--- config.mk ---
export PLATFORM = sky130hd
export DESIGN_NAME = qspi_xip_reader
export DESIGN_NICKNAME = d
export VERILOG_FILES = /design/src/rtl/qspi_xip_reader.sv
export SDC_FILE = /design/constraint.sdc
export NUM_CORES = 1
export LEC_CHECK = 0
export BUFFER_PORTS_ARGS = -buffer_cell sky130_fd_sc_hd__buf_2
export CAP_MARGIN = 10
export CORE_UTILIZATION = 50
export CTS_CLUSTER_SIZE = 28
export DETAILED_ROUTE_END_ITERATION = 8
export GPL_TIMING_DRIVEN = 0
export PLACE_DENSITY_LB_ADDON = 0.1
export SYNTH_ARGS = -nofsm -noshare
export SYNTH_HDL_FRONTEND = slang
export SYNTH_SLANG_ARGS = --single-unit
--- constraint.sdc ---
create_clock -name clk -period 4.57 [get_ports clk]
set_input_delay 0.2285 -clock clk [delete_from_list [all_inputs] [get_ports clk]]
set_output_delay 0.2285 -clock clk [all_outputs]
set_load 0.05 [all_outputs]
--- src/rtl/qspi_xip_reader.sv ---
module qspi_xip_reader #(
  parameter int SCK_HALF = 1,
  parameter int RECOVER_CLKS = 16,
  parameter int CS_GAP = 2,
  parameter logic [7:0] READ_CMD = 8'hEB,
  parameter logic [7:0] STAY_MODE = 8'hA0
) (
  input  logic        clk,
  input  logic        rst_n,
  input  logic        req,
  input  logic [23:0] addr,
  output logic        busy,
  output logic        ack,
  output logic [31:0] rdata,
  output logic        sck,
  output logic        cs_n,
  output logic [3:0]  dq_o,
  output logic [3:0]  dq_oe,
  input  logic [3:0]  dq_i
);
  localparam int FULL_CLKS = 30;
  localparam int MAX_LEN = (RECOVER_CLKS > FULL_CLKS) ? RECOVER_CLKS : FULL_CLKS;
  localparam int SEQ_W = $clog2(MAX_LEN + 1) + 1;
  localparam int DIV_W = (SCK_HALF > 1) ? $clog2(SCK_HALF) : 1;
  localparam int GAP_W = $clog2(CS_GAP + 1);
  localparam logic [SEQ_W-1:0] L_REC  = SEQ_W'(RECOVER_CLKS);
  localparam logic [SEQ_W-1:0] L_FULL = SEQ_W'(FULL_CLKS);
  localparam logic [SEQ_W-1:0] L_XIP  = SEQ_W'(FULL_CLKS - 8);
  localparam logic [SEQ_W-1:0] OFF    = SEQ_W'(8);
  localparam logic [SEQ_W-1:0] E_ADDR = SEQ_W'(8);
  localparam logic [SEQ_W-1:0] E_MODE = SEQ_W'(14);
  localparam logic [SEQ_W-1:0] E_DUMMY = SEQ_W'(16);
  localparam logic [SEQ_W-1:0] E_DATA = SEQ_W'(22);
  localparam logic [DIV_W-1:0] DIV_LAST = DIV_W'(SCK_HALF - 1);
  localparam logic [GAP_W-1:0] GAP_N = GAP_W'(CS_GAP);

  logic             running, rec, need_rec, xip_on;
  logic [SEQ_W-1:0] seq, len, e;
  logic [DIV_W-1:0] dcnt;
  logic [GAP_W-1:0] gcnt;
  logic [23:0]      addr_q;
  logic [31:0]      sh;
  logic             gap_ok;

  assign len    = rec ? L_REC : (xip_on ? L_XIP : L_FULL);
  assign e      = (xip_on && !rec) ? seq + OFF : seq;
  assign gap_ok = gcnt >= GAP_N;
  assign busy   = running || need_rec;

  always_comb begin
    dq_o  = 4'b0000;
    dq_oe = 4'b0000;
    if (running && seq < len) begin
      if (rec) begin
        dq_oe = 4'b0001;
        dq_o  = 4'b0001;
      end else if (e < E_ADDR) begin
        dq_oe = 4'b0001;
        dq_o  = {3'b000, READ_CMD[3'd7 - e[2:0]]};
      end else if (e < E_MODE) begin
        dq_oe = 4'b1111;
        dq_o  = 4'(addr_q >> (5'd20 - {e[2:0], 2'b00}));
      end else if (e < E_DUMMY) begin
        dq_oe = 4'b1111;
        dq_o  = e[0] ? STAY_MODE[3:0] : STAY_MODE[7:4];
      end
    end
  end

  always_ff @(posedge clk or negedge rst_n) begin
    if (!rst_n) begin
      running  <= 1'b0;
      rec      <= 1'b0;
      need_rec <= 1'b1;
      xip_on   <= 1'b0;
      seq      <= '0;
      dcnt     <= '0;
      sck      <= 1'b0;
      cs_n     <= 1'b1;
      gcnt     <= '0;
      addr_q   <= '0;
      sh       <= '0;
      rdata    <= '0;
      ack      <= 1'b0;
    end else begin
      ack  <= 1'b0;
      gcnt <= cs_n ? (gap_ok ? gcnt : gcnt + 1'b1) : '0;
      if (!running) begin
        if (gap_ok && (need_rec || req)) begin
          running <= 1'b1;
          rec     <= need_rec;
          cs_n    <= 1'b0;
          seq     <= '0;
          dcnt    <= '0;
          sck     <= 1'b0;
          if (!need_rec) addr_q <= addr;
        end
      end else if (dcnt != DIV_LAST) begin
        dcnt <= dcnt + 1'b1;
      end else begin
        dcnt <= '0;
        if (sck) begin
          sck <= 1'b0;
          seq <= seq + 1'b1;
        end else if (seq < len) begin
          sck <= 1'b1;
          if (!rec && e >= E_DATA) sh <= {sh[27:0], dq_i};
        end else begin
          running <= 1'b0;
          cs_n    <= 1'b1;
          if (rec) begin
            need_rec <= 1'b0;
          end else begin
            xip_on <= 1'b1;
            ack    <= 1'b1;
            rdata  <= sh;
          end
        end
      end
    end
  end
endmodule

==> results of run 1 <==
## layout by cell type (no fill, tap or decap), types with 2 or more instances in the layout
cell type / instances
a21oi_1: 3
o21ai_0: 8
clkbuf_1: 4
buf_4: 3
mux2_2: 90
clkinvlp_4: 2
xor2_1: 6
nor2b_1: 2
or2_2: 4
o22ai_1: 2
inv_1: 5
a22oi_1: 3
dfrtp_1: 101
nand3_1: 5
o21a_1: 2
buf_2: 83
ha_1: 8
o32a_1: 2
mux4_2: 4
a31oi_1: 2
dfstp_2: 2
or3_1: 3
nor2_1: 11
clkbuf_8: 10
nand2_1: 11
nand4_1: 4
## per-stage QoR
step	instances	power, mW	util, %	instance area, um2	hold WS [ns]
2_1_floorplan	311	2.08	-	4410	-0.0671
3_3_place_gp	490	2.32	58.5	4910	0.460
4_1_cts	508	2.89	61.3	5140	0.0672
6_report	508	2.86	61.3	5140	0.0844
5_1_grt	508	3.05	61.3	5140	0.0689
3_5_place_dp	491	2.35	58.9	4940	0.272
## power by group
part | switching, mW | internal (mW)
sequential | 0.122 | 1.08
clock | 0.321 | 0.221
combinational | 0.649 | 0.463
## worst max-delay path, cell delays in order, from the launching register on
cell       delay [ns]
dfrtp_1          0.40
buf_2            0.19
or2_2            0.31
ha_1             0.27
o21a_1           0.16
o2bb2ai_1        0.42
nand2_1          0.26
or3_1            0.44
a21oi_1          0.13
buf_2            0.27
## area by class of cell
class,count,share of cell area (%)
Inverter,5,0.365
Sequential cell,103,50.2
Tap cell,105,2.56
Clock inverter,6,1.10
Buffer,16,1.56
Clock buffer,10,2.68
Multi-Input combinational cell,187,33.6
Timing Repair Buffer,76,7.98
## logic make-up (layout without fill, tap and decap cells)
| group | after synthesis | after routing | share of synthesized area [%] |
|---|---|---|---|
| buffers and inverters | 21 | 113 | 2.24 |
| and+or+nand+nor | 48 | 48 | 5.71 |
| xor gates and xnor gates | 7 | 7 | 1.39 |
| adders and majority gates | 8 | 8 | 2.27 |
| DFF | 103 | 103 | 58.6 |
| AOI/OAI and AO/OA | 28 | 28 | 4.29 |
| muxes | 96 | 96 | 25.5 |
## registers in the layout (all words and copies together) (netlist names)
signal    cells
rdata        32
sh           32
addr_q       24
seq           6
gcnt          2
ack           1
cs_n          1
need_rec      1
rec           1
running       1
sck           1
xip_on        1
## routing by layer
layer  GRT usage [%]  routed length (um)  vias to the layer above
met1            25.2                3630                     1352
met3            5.29                 375                        6
li1                -                   -                     1296
met4            4.10                  71                        0
met2            31.9                3910                       51
met5               0                   0                        -
## how the worst min path moves through the flow
stage,endpoint,slack [ns],cells after the start
final,addr_q[22],0.08,2
after global routing,addr_q[22],0.07,2
after global placement,addr_q[19],0.46,2
after detailed placement,addr_q[6],0.27,1
after floorplan,ack,-0.07,0
after CTS,sh[0],0.07,2
## repair_timing
item / CTS / global route
buffers inserted: 0 / 0
hold endpoints to repair: 46 / 0
hold buffers: 1 / 0
resized for setup: 0 / 0
==> reports/results.ini, run 1 <==
[logic_synthesis]
synth-seq-cells=103
ys_warn_count=0
async_flop_share_pct=100
ys.flop_type=dfrtp_1
syn_area_per_cell_um2=14.2
synth_area_leaders=dfrtp_1, mux2_2, ha_1
synth.cell_area_mm2=0.00441
yosys.area.top_type=dfrtp_1
yosysSeqAreaShare_pct=58.6
synthTopCellsByCount=dfrtp_1, mux2_2, nand2_1, nor2_1, buf_2
synth_top_area_share_pct=57.4
synthCells=311
synthDistinctLibCells=41
syn_nets=350
synth_edf_count=0
yosysMostFrequentCell=dfrtp_1

[placement]
dp_slack_ns=1.54
gp_congestion=0.782
hpwlAfterDp_um=5720
portBuffers=74

[clock_network]
htree_levels=3
cts_made_buffers=9
insertion_delay_ns=0.36
cts_tree=built
cts.sinks=103
cts.clk_slew.worst_paths_ns=0.10
cts_max_path_buffers=2
cts_root_buffer=clkbuf_8

[sta]
finalMaxSlewViolations=0
fin_crit_ns=3.44
period_share_pct=75.3
slew_headroom_pct=59.0
fmax_mhz=291
setup_slack_ns=1.13
setup_viol_count_final=0
skew_ns=0.0149
max_slew.worst_pin.slew_ns=0.615
fin_tns_setup_ns=0
rsz0062_at_grt=no
finalHoldViolCount=0

[critical_path]
crit_fanout=10
cp-endpoint=dq_o[1]
ff2ff_setup_slack_ns=1.72
crit_path_start=rec
cp-start-kind=flip-flop
worstPathArrival_ns=3.21
worst_setup_path_end_kind=primary output
criticalPathCategory=flip-flop to primary output
r2r-end=sh[31]
r2r_cells=8
worstPathRequired_ns=4.34
reg2reg_from=rec

[route]
routed_via_density=5.32
ant_nets=0
vias=2705
first_iter_violations=80
wl_per_cell_um=15.7
routed_wl_um=7980
drtPass1Iterations=4
post-route-drc-count=0

[floorplanning]
io_pins=75
rows=33
die_w_um=95.9
core_area_mm2=0.00838
die_area_mm2=0.00919
dieHeight_um=95.9
start_util_pct=52.6

[worst_hold_path]
hold_start=addr[22]
hold_path.class=input port to flip-flop

[grt]
grt_use_total_pct=19.2
antenna_found_initial=0
overflow=0
grt_pass1_vias=2619
grt_pass1_wl_um=13100
grt_max_degree=58

[status]
status=completed

[layout]
seq_area_mm2=0.00258
syn_to_final_growth_pct=16.7
nets=437
num_antenna_cells=0
drive_gt1_share_pct=50.6
multi_input_area_mm2=0.00173
fillers=705

[power]
p_leak_nw=2.65
power.density_mw_per_mm2=557
peakVddDrop_v=0.000257

[flow_run]
max-cap-violations=0

No activity file was read; power rests on OpenSTA's default activity.
==> run 2, diff against run 1 <==
--- a/config.mk
+++ b/config.mk
@@ -5,6 +5,7 @@
 export SDC_FILE = /design/constraint.sdc
 export NUM_CORES = 1
 export LEC_CHECK = 0
+export ABC_AREA = 1
 export BUFFER_PORTS_ARGS = -buffer_cell sky130_fd_sc_hd__buf_2
 export CAP_MARGIN = 10
 export CORE_UTILIZATION = 50
==> constraint.sdc (replaced) <==
create_clock -name clk -period 3.5 [get_ports clk]
set_input_delay 0.175 -clock clk [delete_from_list [all_inputs] [get_ports clk]]
set_output_delay 0.175 -clock clk [all_outputs]
set_load 0.05 [all_outputs]
==> run 2 against run 1 <==
Effect of this change: synthesized cell count increased by 79%; first-iteration DRC count increased by 140%; via count increased by 41%; highest routed layer unchanged; critical path depth increased by 1; utilization decreased by 0.48 points; total power increased by 80%; design area increased by 9.9%; sequential share of layout area decreased by 4.5 points; hold slack got worse by 0.076 ns; global-route usage increased by 2.7 points.
==> reports/results.ini, run 2 <==
[status]
status=completed

[power]
switching_share_pct=48.4  ; +10 points
power_mw=5.16  ; +80%
power.density_mw_per_mm2=913  ; +64%
power.internal_mw=2.66  ; +51%
pwr-share-comb_pct=49.4  ; +10 points
p_leak_nw=3.20  ; +21%
peakVddDrop_v=0.000514  ; +100%
power_frac_clock_pct=15.0  ; -4.0 points
switching_power_mw=2.50  ; +130%
power_frac_seq_pct=35.6  ; -6.5 points

[clock_network]
cts_max_path_buffers=2  ; unchanged
htree_levels=3  ; unchanged
cts_root_buffer=clkbuf_8
post_cts_resized=0  ; unchanged
cts.sinks=103  ; unchanged
cts_tree=built
cts_setup_buffers=0  ; unchanged
cts_made_buffers=9  ; unchanged
insertion_delay_ns=0.36  ; about the same
cts.clk_slew.worst_paths_ns=0.11  ; about the same

[placement]
portBuffers=74  ; unchanged
hpwlAfterDp_um=7160  ; +25%
post-place-cells=760  ; +55%
dp_slack_ns=0.957  ; -0.582 ns
gp_congestion=0.892  ; +14%

[critical_path]
crit_fanout=10  ; unchanged
worst_setup_path_end_kind=primary output
worstPathRequired_ns=3.32  ; -1.02 ns
critical_path.most_common_cell=nand2_1
worstPathArrival_ns=2.77  ; -0.44 ns
critPathSlowestCell=dfrtp_1
crit_path_max_incr_delay_ns=0.47  ; +0.03 ns
criticalPathCategory=flip-flop to primary output
worst_path_dominant_cell_family=simple AND/OR/NAND/NOR gates
cp-start-kind=flip-flop
path_buf_inv=4  ; +2
ff2ff_setup_slack_ns=1.30  ; -0.42 ns
crit_chain=inv_4 > nand2_1 > ha_1 > nand2_1 > inv_1 > o21ai_2 > nand4_1 > nor3_1 > buf_4 > buf_2

[layout]
final_util_pct=60.9  ; -0.48 points
syn_to_final_growth_pct=17.6
seq_area_mm2=0.00258  ; unchanged
final_cells=784  ; +54%
top_regs=rdata x32, sh x32, addr_q x24
fillers=854  ; +21%
drive_gt1_share_pct=26.7  ; -24 points
final_cell_mix=nand2_1, dfrtp_1, buf_2
multi_input_area_mm2=0.00196  ; +13%
nets=689  ; +58%
layout_commonest_cell=nand2_1
num_antenna_cells=0  ; unchanged

[sta]
finalMaxSlewViolations=0  ; unchanged
skew_ns=0.0102  ; -0.00464 ns
fin_tns_setup_ns=0  ; unchanged
setup_slack_ns=0.557  ; -0.573 ns
setup_viol_count_final=0  ; unchanged
max_slew.worst_pin.slew_ns=0.451  ; -0.164 ns
period_share_pct=84.1
fmax_mhz=340
slew_headroom_pct=69.9  ; +11 points
finalHoldViolCount=0  ; unchanged
fin_crit_ns=2.94
rsz0062_at_grt=no

[logic_synthesis]
ys.flop_type=dfrtp_1
synthDistinctLibCells=38  ; -7.3%
synth_edf_count=0  ; unchanged
yosysMostFrequentCell=nand2_1
synthTopCellsByCount=nand2_1, dfrtp_1, nand3_1
async_flop_share_pct=100  ; unchanged
synth-seq-cells=103  ; unchanged
ys_warn_count=0  ; unchanged
synth.cell_area_mm2=0.00481  ; +9.1%
synthCells=556  ; +79%
synth_area_leaders=dfrtp_1, nand2_1, nand3_1
synth_top_area_share_pct=52.6  ; -4.8 points
yosysSeqAreaShare_pct=53.7  ; -4.9 points
syn_area_per_cell_um2=8.64  ; -39%
yosys.area.top_type=dfrtp_1
syn_nets=595  ; +70%

[floorplanning]
die_w_um=100  ; +4.4%
die_area_mm2=0.0100  ; +8.9%
dieHeight_um=100  ; +4.4%
start_util_pct=51.8  ; -0.79 points
rows=35  ; +6.1%
core_area_mm2=0.00928  ; +11%
io_pins=75  ; unchanged

[flow_run]
max-cap-violations=0  ; unchanged

[route]
ant_nets=0  ; unchanged
first_iter_violations=194  ; +140%
routed_wl_um=10000  ; +26%
routed_via_density=4.88  ; -8.3%
wl_per_cell_um=12.8  ; -19%
drtPass1Iterations=4  ; unchanged
post-route-drc-count=0  ; unchanged
vias=3827  ; +41%

[grt]
grt_pass1_vias=3679  ; +40%
overflow=0  ; unchanged
grt_max_degree=75  ; +29%
grt_pass1_wl_um=17300  ; +33%
antenna_found_initial=0  ; unchanged
grt_use_total_pct=21.9  ; +2.7 points

[worst_hold_path]
hold_path.class=input port to flip-flop

run 2: changes by cell type after synthesis, sizes merged, moves of 11 or more:
cell	previous run	this run
nand3	5	52
inv	5	22
buf	12	23
nand2	11	286
mux2	91	0
nor2	11	23
run 2: power groups by stage:
stage	clock network, mW	logic (mW)	registers (mW)
after floorplan	0	1.74	2.07
final	0.772	2.55	1.84
after global routing	0.833	2.80	1.89
after detailed placement	0	2.55	1.86
after global placement	0	2.50	1.85
after CTS	0.790	2.57	1.84
run 2: repair_timing:
action	4_1_cts	5_1_grt
hold buffers	8	0
endpoints found under the setup margin	0	0
endpoints found under the hold margin	34	0
run 2: worst min-delay path: stages:
cell	delay, ns
buf_2	0.07
nand2_1	0.05
nand2_1	0.05
run 2: metal layers:
| metal | share of wire (%) | global-route usage [%] |
|---|---|---|
| met2 | 44 | 33.4 |
| met5 | 0 | 0 |
| met4 | 1.4 | 7.02 |
| met3 | 3.9 | 2.86 |
| met1 | 50 | 32.6 |
run 2: per-stage QoR:
| step | instance area, um2 | hold slack (ns) |
|---|---|---|
| final | 5650 | 0.00882 |
| after global routing | 5650 | 0.00129 |
| after CTS | 5650 | 0.000503 |
| after detailed placement | 5370 | 0.138 |
| after global placement | 5340 | 0.376 |
| after floorplan | 4810 | -0.121 |
run 2: cell families (layout without fill, tap and decap cells):
| group | after synthesis | count (layout) | share of synthesized area (%) |
|---|---|---|---|
| muxes | 2 | 2 | 0.417 |
| xor gates and xnor gates | 2 | 2 | 0.365 |
| adders and majority gates | 8 | 8 | 2.08 |
| buffers and inverters | 46 | 145 | 5.55 |
| and+or+nand+nor | 374 | 374 | 35.1 |
| AOI/OAI and AO/OA | 21 | 21 | 2.76 |
| DFF | 103 | 103 | 53.7 |
run 2: worst paths after layout:
kind                                  from          to  depth (start not counted)
worst max-delay path                   rec    dq_oe[2]                         10
worst min-delay path               addr[8]   addr_q[8]                          3
worst max register to register         rec       sh[4]                         11
worst min register to register  addr_q[22]  addr_q[22]                          2
max in group asynchronous            rst_n  addr_q[22]                          3
min in group asynchronous            rst_n  addr_q[16]                          2
run 2: area by class of cell:
type	instances	share of cell area (%)
buffer	24	3.17
clock buffer	9	2.19
clock inverter	7	1.40
inverter	22	1.55
multi-input combinational	407	34.7
sequential	103	45.7
tap	129	2.86
timing repair buffer	83	8.50
